File: src/rtl/ipi_disp_pkg.sv
package ipi_disp_pkg;

  typedef enum logic [1:0] {
    OP_IPI  = 2'd0,
    OP_MAIL = 2'd1,
    OP_ANY  = 2'd2,
    OP_RSVD = 2'd3
  } ipi_op_e;

  typedef enum logic [2:0] {
    ST_IDLE,
    ST_READ,
    ST_WAIT_RDATA,
    ST_WRITE,
    ST_DONE
  } disp_state_e;

  // command field positions (decoded by the target side's convention)
  localparam int CORE_LSB    = 16;
  localparam int KEEP_LSB    = 27;
  localparam int PAYLOAD_LSB = 32;

  localparam logic [15:0] IPI_SET_ADDR = 16'h1008;
  localparam logic [15:0] MBOX_BASE    = 16'h1020;

endpackage

File: src/rtl/ipi_cmd_decode.sv
module ipi_cmd_decode
  import ipi_disp_pkg::*;
#(
  parameter int CORE_W     = 10,
  parameter int ADDR_W     = 16,
  parameter int DATA_W     = 32,
  parameter int MBOX_WORDS = 8
) (
  input  logic [1:0]                    op,
  input  logic [PAYLOAD_LSB+DATA_W-1:0] word,
  output logic                          op_ok,
  output logic [CORE_W-1:0]             core,
  output logic [ADDR_W-1:0]             addr,
  output logic [DATA_W-1:0]             payload,
  output logic [DATA_W/8-1:0]           keep,
  output logic                          need_rd
);

  localparam int NBYTES  = DATA_W / 8;
  localparam int SHIFT_W = $clog2(DATA_W);
  localparam int IDX_W   = $clog2(MBOX_WORDS);

  logic [ADDR_W-1:0] mbox_off;
  logic              unused_bits;

  assign unused_bits = ^{word[PAYLOAD_LSB-1], word[KEEP_LSB-1]};
  assign mbox_off    = ADDR_W'({word[IDX_W+1:2], 2'b00});
  assign core        = word[CORE_LSB +: CORE_W];

  always_comb begin
    op_ok   = 1'b1;
    addr    = '0;
    payload = word[PAYLOAD_LSB +: DATA_W];
    keep    = word[KEEP_LSB +: NBYTES];
    unique case (op)
      OP_IPI: begin
        addr    = ADDR_W'(IPI_SET_ADDR);
        payload = DATA_W'(1) << word[SHIFT_W-1:0];
        keep    = '0;
      end
      OP_MAIL: addr = ADDR_W'(MBOX_BASE) + mbox_off;
      OP_ANY:  addr = word[ADDR_W-1:0];
      default: begin
        op_ok = 1'b0;
        keep  = '0;
      end
    endcase
  end

  assign need_rd = |keep;

endmodule

File: src/rtl/ipi_byte_merge.sv
module ipi_byte_merge #(
  parameter int DATA_W = 32
) (
  input  logic [DATA_W-1:0]   old_word,
  input  logic [DATA_W-1:0]   new_word,
  input  logic [DATA_W/8-1:0] keep,
  output logic [DATA_W-1:0]   merged
);

  localparam int NBYTES = DATA_W / 8;

  for (genvar i = 0; i < NBYTES; i++) begin : g_byte
    assign merged[8*i +: 8] = keep[i] ? old_word[8*i +: 8] : new_word[8*i +: 8];
  end

endmodule

File: src/rtl/ipi_cmd_dispatch.sv
module ipi_cmd_dispatch
  import ipi_disp_pkg::*;
#(
  parameter int CORE_W     = 10,
  parameter int ADDR_W     = 16,
  parameter int DATA_W     = 32,
  parameter int MBOX_WORDS = 8
) (
  input  logic                          clk,
  input  logic                          rst,
  input  logic                          cmd_valid,
  output logic                          cmd_ready,
  input  logic [1:0]                    cmd_op,
  input  logic [PAYLOAD_LSB+DATA_W-1:0] cmd_word,
  output logic                          tgt_req,
  input  logic                          tgt_ready,
  output logic                          tgt_rd,
  output logic [CORE_W-1:0]             tgt_core,
  output logic [ADDR_W-1:0]             tgt_addr,
  output logic [DATA_W-1:0]             tgt_wdata,
  input  logic                          tgt_rvalid,
  input  logic [DATA_W-1:0]             tgt_rdata,
  output logic                          done
);

  localparam int NBYTES = DATA_W / 8;

  disp_state_e        state;
  logic               dec_ok;
  logic [CORE_W-1:0]  dec_core;
  logic [ADDR_W-1:0]  dec_addr;
  logic [DATA_W-1:0]  dec_payload;
  logic [NBYTES-1:0]  dec_keep;
  logic               dec_need_rd;
  logic [CORE_W-1:0]  core_q;
  logic [ADDR_W-1:0]  addr_q;
  logic [DATA_W-1:0]  data_q;
  logic [NBYTES-1:0]  keep_q;
  logic [DATA_W-1:0]  merged;

  ipi_cmd_decode #(
    .CORE_W(CORE_W), .ADDR_W(ADDR_W), .DATA_W(DATA_W), .MBOX_WORDS(MBOX_WORDS)
  ) u_decode (
    .op(cmd_op), .word(cmd_word), .op_ok(dec_ok), .core(dec_core),
    .addr(dec_addr), .payload(dec_payload), .keep(dec_keep), .need_rd(dec_need_rd)
  );

  ipi_byte_merge #(.DATA_W(DATA_W)) u_merge (
    .old_word(tgt_rdata), .new_word(data_q), .keep(keep_q), .merged(merged)
  );

  // control state
  always_ff @(posedge clk) begin
    if (rst) begin
      state <= ST_IDLE;
    end else begin
      unique case (state)
        ST_IDLE:       if (cmd_valid && dec_ok) state <= dec_need_rd ? ST_READ : ST_WRITE;
        ST_READ:       if (tgt_ready) state <= ST_WAIT_RDATA;
        ST_WAIT_RDATA: if (tgt_rvalid) state <= ST_WRITE;
        ST_WRITE:      if (tgt_ready) state <= ST_DONE;
        default:       state <= ST_IDLE;
      endcase
    end
  end

  // command datapath
  always_ff @(posedge clk) begin
    if (state == ST_IDLE && cmd_valid && dec_ok) begin
      core_q <= dec_core;
      addr_q <= dec_addr;
      data_q <= dec_payload;
      keep_q <= dec_keep;
    end else if (state == ST_WAIT_RDATA && tgt_rvalid) begin
      data_q <= merged;
    end
  end

  assign cmd_ready = (state == ST_IDLE);
  assign tgt_req   = (state == ST_READ) || (state == ST_WRITE);
  assign tgt_rd    = (state == ST_READ);
  assign tgt_core  = core_q;
  assign tgt_addr  = addr_q;
  assign tgt_wdata = data_q;
  assign done      = (state == ST_DONE);


  req_hold_chk: assert property (@(posedge clk) disable iff (rst)
    (tgt_req && !tgt_ready) |=> (tgt_req && $stable(tgt_rd) && $stable(tgt_core)
                                 && $stable(tgt_addr) && $stable(tgt_wdata)))
    else $error("request changed while stalled");


  done_after_wr_chk: assert property (@(posedge clk) disable iff (rst)
    (tgt_req && !tgt_rd && tgt_ready) |=> done)
    else $error("done missing after accepted write");


  done_pulse_chk: assert property (@(posedge clk) disable iff (rst)
    done |=> !done)
    else $error("done longer than one cycle");


  rd_waits_chk: assert property (@(posedge clk) disable iff (rst)
    (tgt_req && tgt_rd && tgt_ready) |=> !tgt_req)
    else $error("request raised before read data returned");


  busy_chk: assert property (@(posedge clk) disable iff (rst)
    (cmd_valid && cmd_ready && cmd_op != OP_RSVD) |=> !cmd_ready)
    else $error("ready stayed high after accepting a command");


  drop_chk: assert property (@(posedge clk) disable iff (rst)
    (cmd_valid && cmd_ready && cmd_op == OP_RSVD) |=> (cmd_ready && !tgt_req))
    else $error("reserved opcode started a transaction");

endmodule

File: config.mk
export PLATFORM = sky130hd
export DESIGN_NAME = ipi_cmd_dispatch
export DESIGN_NICKNAME = d
export VERILOG_FILES = /design/src/rtl/ipi_disp_pkg.sv /design/src/rtl/ipi_cmd_decode.sv /design/src/rtl/ipi_byte_merge.sv /design/src/rtl/ipi_cmd_dispatch.sv
export SDC_FILE = /design/constraint.sdc
export NUM_CORES = 1
export LEC_CHECK = 0
export BUFFER_PORTS_ARGS = -buffer_cell sky130_fd_sc_hd__buf_2
export CORE_ASPECT_RATIO = 1.2
export CORE_MARGIN = 3
export CORE_UTILIZATION = 48
export DETAILED_ROUTE_END_ITERATION = 16
export GPL_TIMING_DRIVEN = 0
export MAX_ROUTING_LAYER = met4
export PLACE_DENSITY = 0.87
export SYNTH_ARGS = -nofsm -noshare
export SYNTH_HDL_FRONTEND = slang
export SYNTH_HIERARCHICAL = 1
export SYNTH_SLANG_ARGS = --single-unit
File: constraint.sdc
create_clock -name clk -period 2.8 [get_ports clk]
set_input_delay 0.14 -clock clk [delete_from_list [all_inputs] [get_ports clk]]
set_output_delay 0.14 -clock clk [all_outputs]
set_load 0.05 [all_outputs]
# Word-level counts from Yosys, hierarchy flattened
# Cells that the tools add are included.
word_totals:
  ff_bits: 65
  latchBits: 0
  ramBits: 0
  rom_bits: 0
  inputBits: 103
  output_inout_bits: 62
  wordCells: 56
  n_memories: 0
op_classes:
  n_addsub: 1
  mul: 0
  n_div: 0
  n_lt_le_gt_ge: 0
  eq_ne: 10
  n_shift: 1
  muxes: 16
  n_bitwise: 0
  n_reduce_logical: 20
ops:
  columns: ["cell", "n"]
  rows:
  - ["32-bit two-way mux", 3]
  - ["16-bit one-hot mux with 3 select lines", 1]
  - ["8-bit two-way mux", 4]
  - ["1-bit by 5-bit << shifter with 32-bit output (first input constant)", 1]
  - ["13-bit by 5-bit adder with 14-bit output (first input constant)", 1]
  - ["3-bit two-way mux", 4]
  - ["3-bit one-hot mux with 4 select lines", 1]
  - ["2-bit nonzero test", 5]
  - ["2-bit AND reduction", 4]
  - ["3-bit by 2-bit == test with 1-bit output (second input constant)", 2]
  - ["2-bit inequality test (second input constant)", 3]
  - ["1-bit logical AND", 4]
  - ["4-bit two-way mux", 1]
  - ["4-bit AND reduction", 1]
  - ["4-bit OR reduction", 1]
  - ["3-bit by 1-bit == test with 1-bit output (second input constant)", 1]
  - ["3-bit == test (second input constant)", 1]
  - ["3-bit zero test", 1]
  - ["3-bit OR reduction", 1]
  - ["2-bit by 1-bit == test with 1-bit output (second input constant)", 1]
  - ["2-bit == test (second input constant)", 1]
  - ["2-bit zero test", 1]
  - ["2-bit two-way mux", 1]
  - ["2-bit by 1-bit inequality test with 1-bit output (second input constant)", 1]
  - ["3 further kinds", 3]

# Longest topological paths before layout
# Gate-level depths: netlist (run 1).
depth:
  word_depth: 7
  mapped_depth: 6
  ltp_nobuf: 6

# Cells and area by module
# The synthesis (run 1) kept the hierarchy.
by_module_without_submodules:
  columns: ["module", "n_inst", "cells_each", "area_per_inst_um2", "seq_area_each_um2"]
  rows:
  - ["ipi_cmd_dispatch", 1, 121, 2566.2, 1921.8]
  - ["ipi_cmd_decode", 1, 92, 683.2, 0.0]
  - ["ipi_byte_merge", 1, 36, 525.5, 0.0]

# Least setup slack after synthesis (run 1)
# OpenSTA, ideal clock, no wires.
synth_timing:
  path_kind: "in2reg"
  start: "input cmd_op[0]"
  end: "register data_q[0] (netlist: tgt_wdata[0]) (enable)"
  setup_ns: 0.422
  arrival_time_ns: 2.078
  required_ns: 2.378
  path_slack_ns: 0.301
  cell_stages: 5
  path_buffers: 0
  path_cell_list: "ha_1 inv_1 nand2_1 o21a_1 nor2_1"
synth_via:
  elab_chain_cells: 6
  word_cells_on_any_way: 9
  classes_between: "2 x eq/ne; 1 x mux; 6 x reduce/logical"
synth_rtl:
  columns: ["item", "line", "rtl"]
  rows:
  - ["from (decl)", "ipi_cmd_dispatch.sv:13", "input logic [1:0] cmd_op,"]
  - ["2-bit by 1-bit == test with 1-bit output (tied with other cells)", "ipi_cmd_decode.sv:35", "unique case (op)"]
  - ["3-bit OR reduction (no line) (*)", null, null]
  - ["1-bit two-way mux (*)", "ipi_cmd_decode.sv:35", null]
  - ["via dec_ok", "ipi_cmd_dispatch.sv:29", "logic dec_ok;"]
  - ["1-bit logical AND (*)", "ipi_cmd_dispatch.sv:69", "if (state == ST_IDLE && cmd_valid && dec_ok) begin"]
  - ["2-bit nonzero test (no line)", null, null]
  - ["2-bit AND reduction (no line) (*)", null, null]
  - ["to (signal assigned)", "ipi_cmd_dispatch.sv:72", "data_q <= dec_payload;"]
  - ["to (signal assigned)", "ipi_cmd_dispatch.sv:75", "data_q <= merged;"]
  - ["to (decl)", "ipi_cmd_dispatch.sv:37", "logic [DATA_W-1:0] data_q;"]
# Mark *: on every way through the listed nets, which the timed path passes. The rest lies on a longest branch.
# A chain may end at the register's enable or synchronous reset.

# Worst setup path in the final report (run 1)
layout_timing:
  start: "register state[2]"
  end: "register addr_q[2] (netlist: tgt_addr[2]) (enable)"
layout_via:
  elab_chain_cells: 3
layout_rtl:
  columns: ["item", "line", "rtl"]
  rows:
  - ["from (decl)", "ipi_cmd_dispatch.sv:28", "disp_state_e state;"]
  - ["from (signal assigned)", "ipi_cmd_dispatch.sv:58", "ST_IDLE: if (cmd_valid && dec_ok) state <= dec_need_rd ? ST_READ : ST_WRITE;"]
  - ["3-bit zero test", "ipi_cmd_dispatch.sv:69", null]
  - ["1-bit logical AND (2 in series)", "ipi_cmd_dispatch.sv:69", null]
  - ["to (signal assigned)", "ipi_cmd_dispatch.sv:71", "addr_q <= dec_addr;"]
  - ["to (decl)", "ipi_cmd_dispatch.sv:36", "logic [ADDR_W-1:0] addr_q;"]
# Every way passes these cells.

==> results of run 1 <==
==> stage by stage <==
stage | hold slack (ns) | total power [mW] | std cells
2_1_floorplan | 0.209 | 2.16 | 249
6_report | 0.0547 | 3.31 | 518
4_1_cts | 0.0408 | 3.32 | 518
5_1_grt | 0.0581 | 3.43 | 518
3_3_place_gp | 0.318 | 2.39 | 491
3_5_place_dp | 0.319 | 2.43 | 491
==> path summary, 6_finish.rpt <==
path | end | slack (ns)
worst max-delay path | tgt_addr[2]$_DFFE_PP_ | 0.63
worst min-delay path | state[2]$_SDFFE_PP0P_ | 0.05
worst max register to register | tgt_addr[2]$_DFFE_PP_ | 0.63
worst min register to register | state[1]$_SDFFE_PP0P_ | 0.55
==> power groups by stage <==
stage          clock (mW)  combinational, mW  sequential [mW]
2_1_floorplan           0              0.490             1.67
3_3_place_gp            0               1.09             1.30
3_5_place_dp            0               1.12             1.31
4_1_cts             0.900               1.14             1.29
5_1_grt             0.941               1.19             1.30
6_report            0.894               1.13             1.29
==> synth_stat cells, types with 2 or more instances <==
library cell,n,share of area [%]
or3b_2,3,0.70
a21oi_1,2,0.27
o21ai_0,2,0.27
nor3b_1,2,0.40
ha_1,4,1.3
edfxtp_1,62,49
nor2_1,5,0.50
nand3_1,2,0.27
nand2_1,3,0.30
and2_1,16,2.7
inv_1,6,0.60
mux2_2,4,1.2
clkbuf_1,4,0.40
mux2_4,60,24
o21a_1,2,0.40
buf_6,8,2.4
buf_4,10,2.0
nand3b_1,6,1.2
o2bb2ai_1,32,7.4
dfxtp_1,3,1.6
==> registers in the layout, indices dropped and copies added, names as in the netlist <==
name,flops
keep_q,4
state,3
tgt_addr,16
tgt_core,10
tgt_wdata,32
==> worst reg2reg max path, stage by stage, from the launching register on <==
cell	delay (ns)
dfxtp_1	0.36
nor3_4	0.25
nand3_4	0.17
buf_6	0.20
inv_1	0.79
==> routing by layer <==
metal	vias up	share of wire [%]	track usage, %	wire length, um
met5	-	0	-	0
met4	0	0.73	6.00	72
met3	7	5.6	5.04	554
met2	104	54	39.6	5330
met1	1330	40	24.9	3890
li1	1298	-	-	-
==> cells in the final DEF (no fill, tap or decap), types with 3 or more instances in the layout <==
cell / synthesis / final
clkbuf_8: 0 / 9
buf_4: 10 / 10
ha_1: 4 / 4
nand2_1: 3 / 3
edfxtp_1: 62 / 62
buf_6: 8 / 8
dlygate4sd3_1: 0 / 11
dfxtp_1: 3 / 3
and2_1: 16 / 16
nand3b_1: 6 / 6
buf_2: 1 / 153
o2bb2ai_1: 32 / 32
mux2_4: 60 / 60
nor2_1: 5 / 4
clkbuf_1: 4 / 5
inv_1: 6 / 6
or3b_2: 3 / 3
mux2_2: 4 / 4
==> kinds of logic (layout without fill, tap and decap cells) <==
group	count (synthesis)	after routing	synth area share, %
and+or+nand+nor	45	45	7.96
AOI/OAI and AO/OA	41	41	9.02
buffers and inverters	29	208	5.50
xor gates and xnor gates	1	1	0.232
DFF	65	65	50.9
adders and majority gates	4	4	1.33
muxes	64	64	25.1
==> final cells by class <==
type                       count  area [um2]
timing repair buffer         163         871
multi-input combinational    155        1650
clock inverter                 6        92.6
sequential                    65        1920
tap                           90         113
buffer                        23         185
clock buffer                  10         128
inverter                       6        22.5
fill                         550        2460
==> impl_metrics.yaml, run 1 <==
drt:
  drtIter0Drc: 179
  first_pass_iters: 4
  drt_wl_total_um: 9840
  ant_nets: 0
  wire_per_inst_um: 19.0
  vias: 2739
  drc_errors: 0
  drt-vias-per-instance: 5.29
clock_network:
  cts.sinks: 65
  htreeDepth: 3
  cts_tree: "done"
  cts-root-buf: "clkbuf_8"
  clkLatencyLatePin_ns: 0.34
  cts_inserted_buffers: 9
  cts.clk_slew.worst_paths_ns: 0.08
  post_cts_buffers: 0
  ctsLongestPathBuffers: 2
  post_cts_resized: 0
  postCtsHoldBufs: 11
placed_design:
  place_congestion: 0.820
  place_area_um2: 4660
  dp_hpwl_um: 7490
  preCtsSetupSlack_ns: 0.543
  portBuffers: 152
power_and_ir_drop:
  pwr-share-comb_pct: 34.1
  leakagePower_nw: 2.24
  swShare_pct: 34.1
  switchingPower_mw: 1.13
  internal_power_mw: 2.18
  p_clk_share_pct: 27.0
  power_density_nw_per_um2: 664
  seq_power_share_pct: 38.8
  vdd_drop_max_mv: 0.482
die:
  start_util_pct: 50.7
  core_um2: 7440
  die_height_um: 103
  dieArea_um2: 8970
  ios: 165
  rows: 34
  die_w_um: 87.0
synth:
  synthArstFlopShare_pct: 0
  synth_seq_area_share_pct: 50.9
  synth_ff_type: "edfxtp_1"
  syn_area_per_cell_um2: 15.2
  synth_nets: 356
  synth_area_um2: 3770
  ys_seq_elements: 65
  ys_warn_count: 6
  synth.distinct_cells: 33
  synth_cells: 249
  synth_edf_count: 62
timing:
  finalSetupTns_ns: 0
  finalHoldViolCount: 0
  maxSlewHeadroom_pct: 27.9
  period_share_pct: 77.5
  finClkSkew_ns: 0.0137
  period_minus_slack_ns: 2.17
  fmax_ghz: 0.461
  rsz0062_at_grt: "no"
  worst_pin_slew_ns: 1.08
  fin_ws_ns: 0.630
  finalMaxSlewViolations: 0
  finalSetupViolCount: 0
critical_path:
  crit_type: "flop to flop"
  crit_buf_inv: 2
  critPathRequiredTime_ns: 2.75
  crit_chain: "nor3_4 > nand3_4 > buf_6 > inv_1"
  cp-start-kind: "flop"
  reg2reg_depth: 4
  critPathLaunch: "state[2]$_SDFFE_PP0P_"
  path_depth: 4
  slowest_delay_ns: 0.79
  cp_max_fo: 30
  cp_top_family: "buffers and inverters"
  crit_arrival_ns: 2.12
  critPathSlowestCell: "inv_1"
  r2r_start: "state[2]$_SDFFE_PP0P_"
  end_kind: "flop"
layout:
  drive_above_1_share_pct: 60.0
  syn_to_final_growth_pct: 32.1
  fin_nets: 530
  antenna_cells: 0
  utilization_pct: 67.0
  fin_area_um2: 4990
run:
  max_cap_violations: 0
run_status:
  status: "finished clean"
global_routing:
  grt_start_max_net_pins: 33
  antenna_found_initial: 0
  grt_pass1_vias: 2889
  globalRouteOverflowTotal: 0
  grt_usage_pct: 22.2
  grt_pass1_wl_um: 14400
min_path:
  whs_path_depth: 3
  hp-start: "tgt_ready"
  hold_path_class: "input port to flop"
No activity file was read; power rests on OpenSTA's default activity.
==> inputs of run 2 (changes only) <==
ABC_AREA = 1   (was unset)
CORE_UTILIZATION = 43   (was 48)
PLACE_DENSITY = 0.83   (was 0.87)
clock period = 1.75 ns   (was 2.8 ns; I/O delays follow)
==> impl_metrics.yaml, run 2 <==
global_routing:
  grt_start_max_net_pins: 40
  grt_pass1_vias: 3608
  antenna_found_initial: 1
  grt_pass1_wl_um: 16900
  grt_usage_pct: 22.5
  globalRouteOverflowTotal: 0
critical_path:
  crit_arrival_ns: 1.67
  end_kind: "flop"
  cp-start-kind: "flop"
  crit_type: "flop to flop"
  critPathRequiredTime_ns: 1.76
  cp_max_fo: 32
power_and_ir_drop:
  leakagePower_nw: 2.71
  seq_power_share_pct: 40.5
  swShare_pct: 39.8
  pwr-share-comb_pct: 36.8
  switchingPower_mw: 2.11
  p_clk_share_pct: 22.7
  vdd_drop_max_mv: 0.467
  internal_power_mw: 3.19
  power_density_nw_per_um2: 1050
clock_network:
  cts.sinks: 65
  post_cts_buffers: 0
  cts_tree: "done"
  cts.clk_slew.worst_paths_ns: 0.08
  cts-root-buf: "clkbuf_8"
  clkLatencyLatePin_ns: 0.34
  cts_inserted_buffers: 9
  htreeDepth: 3
  ctsLongestPathBuffers: 2
timing:
  finClkSkew_ns: 0.00778
  maxSlewHeadroom_pct: 78.0
  finalHoldViolCount: 0
  finalSetupTns_ns: 0
  period_minus_slack_ns: 1.66
  finalMaxSlewViolations: 0
  finalSetupViolCount: 0
  fin_ws_ns: 0.0897
  rsz0062_at_grt: "no"
  fmax_ghz: 0.602
  worst_pin_slew_ns: 0.326
  period_share_pct: 94.9
layout:
  fin_nets: 773
  utilization_pct: 60.5
  syn_to_final_growth_pct: 33.6
  fin_area_um2: 5040
  mostFrequentLayoutCells: "nand2_1 (281), buf_2 (158), edfxtp_1 (62), inv_1 (30), nand3_1 (28)"
  largest_register_ff_count: 32
  final_common_cell: "nand2_1"
  drive_above_1_share_pct: 31.5
synth:
  ys_seq_elements: 65
  synthArstFlopShare_pct: 0
  syn_area_per_cell_um2: 7.74
  synth.distinct_cells: 18
  ys_top_cells_by_count: "nand2_1 (282), edfxtp_1 (62), inv_1 (30)"
  synth_edf_count: 62
  synth_seq_area_share_pct: 50.9
  synthTopCellsByArea: "edfxtp_1 (49%), nand2_1 (28%), nand3_1 (3.7%)"
  synth_cells: 488
  synth_area_um2: 3770
  synth_top_area_share_pct: 49.3
  synth_nets: 595
  synth_ff_type: "edfxtp_1"
  yosysTopAreaCell: "edfxtp_1"
  ys_warn_count: 6
  yosysMostFrequentCell: "nand2_1"
die:
  dieArea_um2: 9940
  start_util_pct: 45.3
  die_height_um: 109
  core_um2: 8330
  rows: 36
  ios: 165
  die_w_um: 91.5
drt:
  drt-vias-per-instance: 4.80
  drc_errors: 0
  drt_wl_total_um: 11000
  wire_per_inst_um: 14.0
  first_pass_iters: 5
  ant_nets: 0
  vias: 3766
  drtIter0Drc: 263
placed_design:
  place_congestion: 0.919
  preCtsSetupSlack_ns: -0.292
  dp_hpwl_um: 8510
  place_area_um2: 4670
  portBuffers: 150
run_status:
  status: "finished clean"
min_path:
  hold_path_class: "input port to flop"
run:
  max_cap_violations: 0
run 2: repair_timing:
action | CTS | global route
setup endpoints to repair | 32 | 10
hold endpoints to repair | 18 | 0
hold buffers | 17 | 0
gates resized for setup | 2 | 1
run 2: worst max-delay path, cell delays in order (launching register included):
cell	delay [ns]
dfxtp_1	0.39
nor2_4	0.20
nand4_4	0.20
buf_2	0.28
nand2_8	0.25
run 2: cells by family (layout without fill, tap and decap cells):
family / Yosys count / after routing / synth area share [%]
DFF: 65 / 65 / 50.9
buffers and inverters: 70 / 252 / 10.2
and+or+nand+nor: 332 / 332 / 35.3
adders and majority gates: 4 / 4 / 1.33
AOI/OAI and AO/OA: 17 / 17 / 2.25
other: 0 / 1 / 0
run 2: routing by layer:
layer	vias up	global-route usage, %	part of all wire (%)
met1	1698	24.6	38
met4	0	9.81	2.5
met3	22	4.42	6.8
li1	1884	-	-
met2	162	39.8	52
met5	-	-	0
run 2: final cells by class:
cell class,count,area (um2)
Inverter,40,150
Tap cell,114,143
Sequential cell,65,1920
Timing Repair Buffer,167,921
Buffer,30,238
Antenna cell,1,2.50
Fill cell,729,3290
Clock buffer,9,124
Multi-Input combinational cell,353,1480
Clock inverter,6,60.1
run 2: worst paths after layout:
check                   startpoint                      to  slack [ns]  depth (start not counted)
min                   cmd_word[11]  tgt_addr[11]$_DFFE_PP_        0.01                          3
min reg2reg  state[1]$_SDFFE_PP0P_   state[2]$_SDFFE_PP0P_        0.59                          2
max reg2reg  state[0]$_SDFFE_PP0P_  tgt_wdata[3]$_DFFE_PP_        0.09                          4
max          state[0]$_SDFFE_PP0P_  tgt_wdata[3]$_DFFE_PP_        0.09                          4
run 2: metrics by stage:
| stage | cells | hold slack, ns | total power [mW] |
|---|---|---|---|
| after floorplan | 488 | 0.166 | 3.59 |
| after global placement | 752 | 0.266 | 4.04 |
| after detailed placement | 752 | 0.267 | 4.09 |
| after CTS | 784 | 0.000937 | 5.33 |
| after global routing | 785 | 0.00970 | 5.57 |
| final | 785 | 0.0127 | 5.30 |
run 2: power by group through the flow:
stage | combinational, mW | clock (mW) | sequential, mW
after global routing | 2.09 | 1.30 | 2.18
after global placement | 1.87 | 0 | 2.17
after floorplan | 0.709 | 0 | 2.88
after detailed placement | 1.91 | 0 | 2.19
after CTS | 1.95 | 1.23 | 2.15
final | 1.95 | 1.20 | 2.15
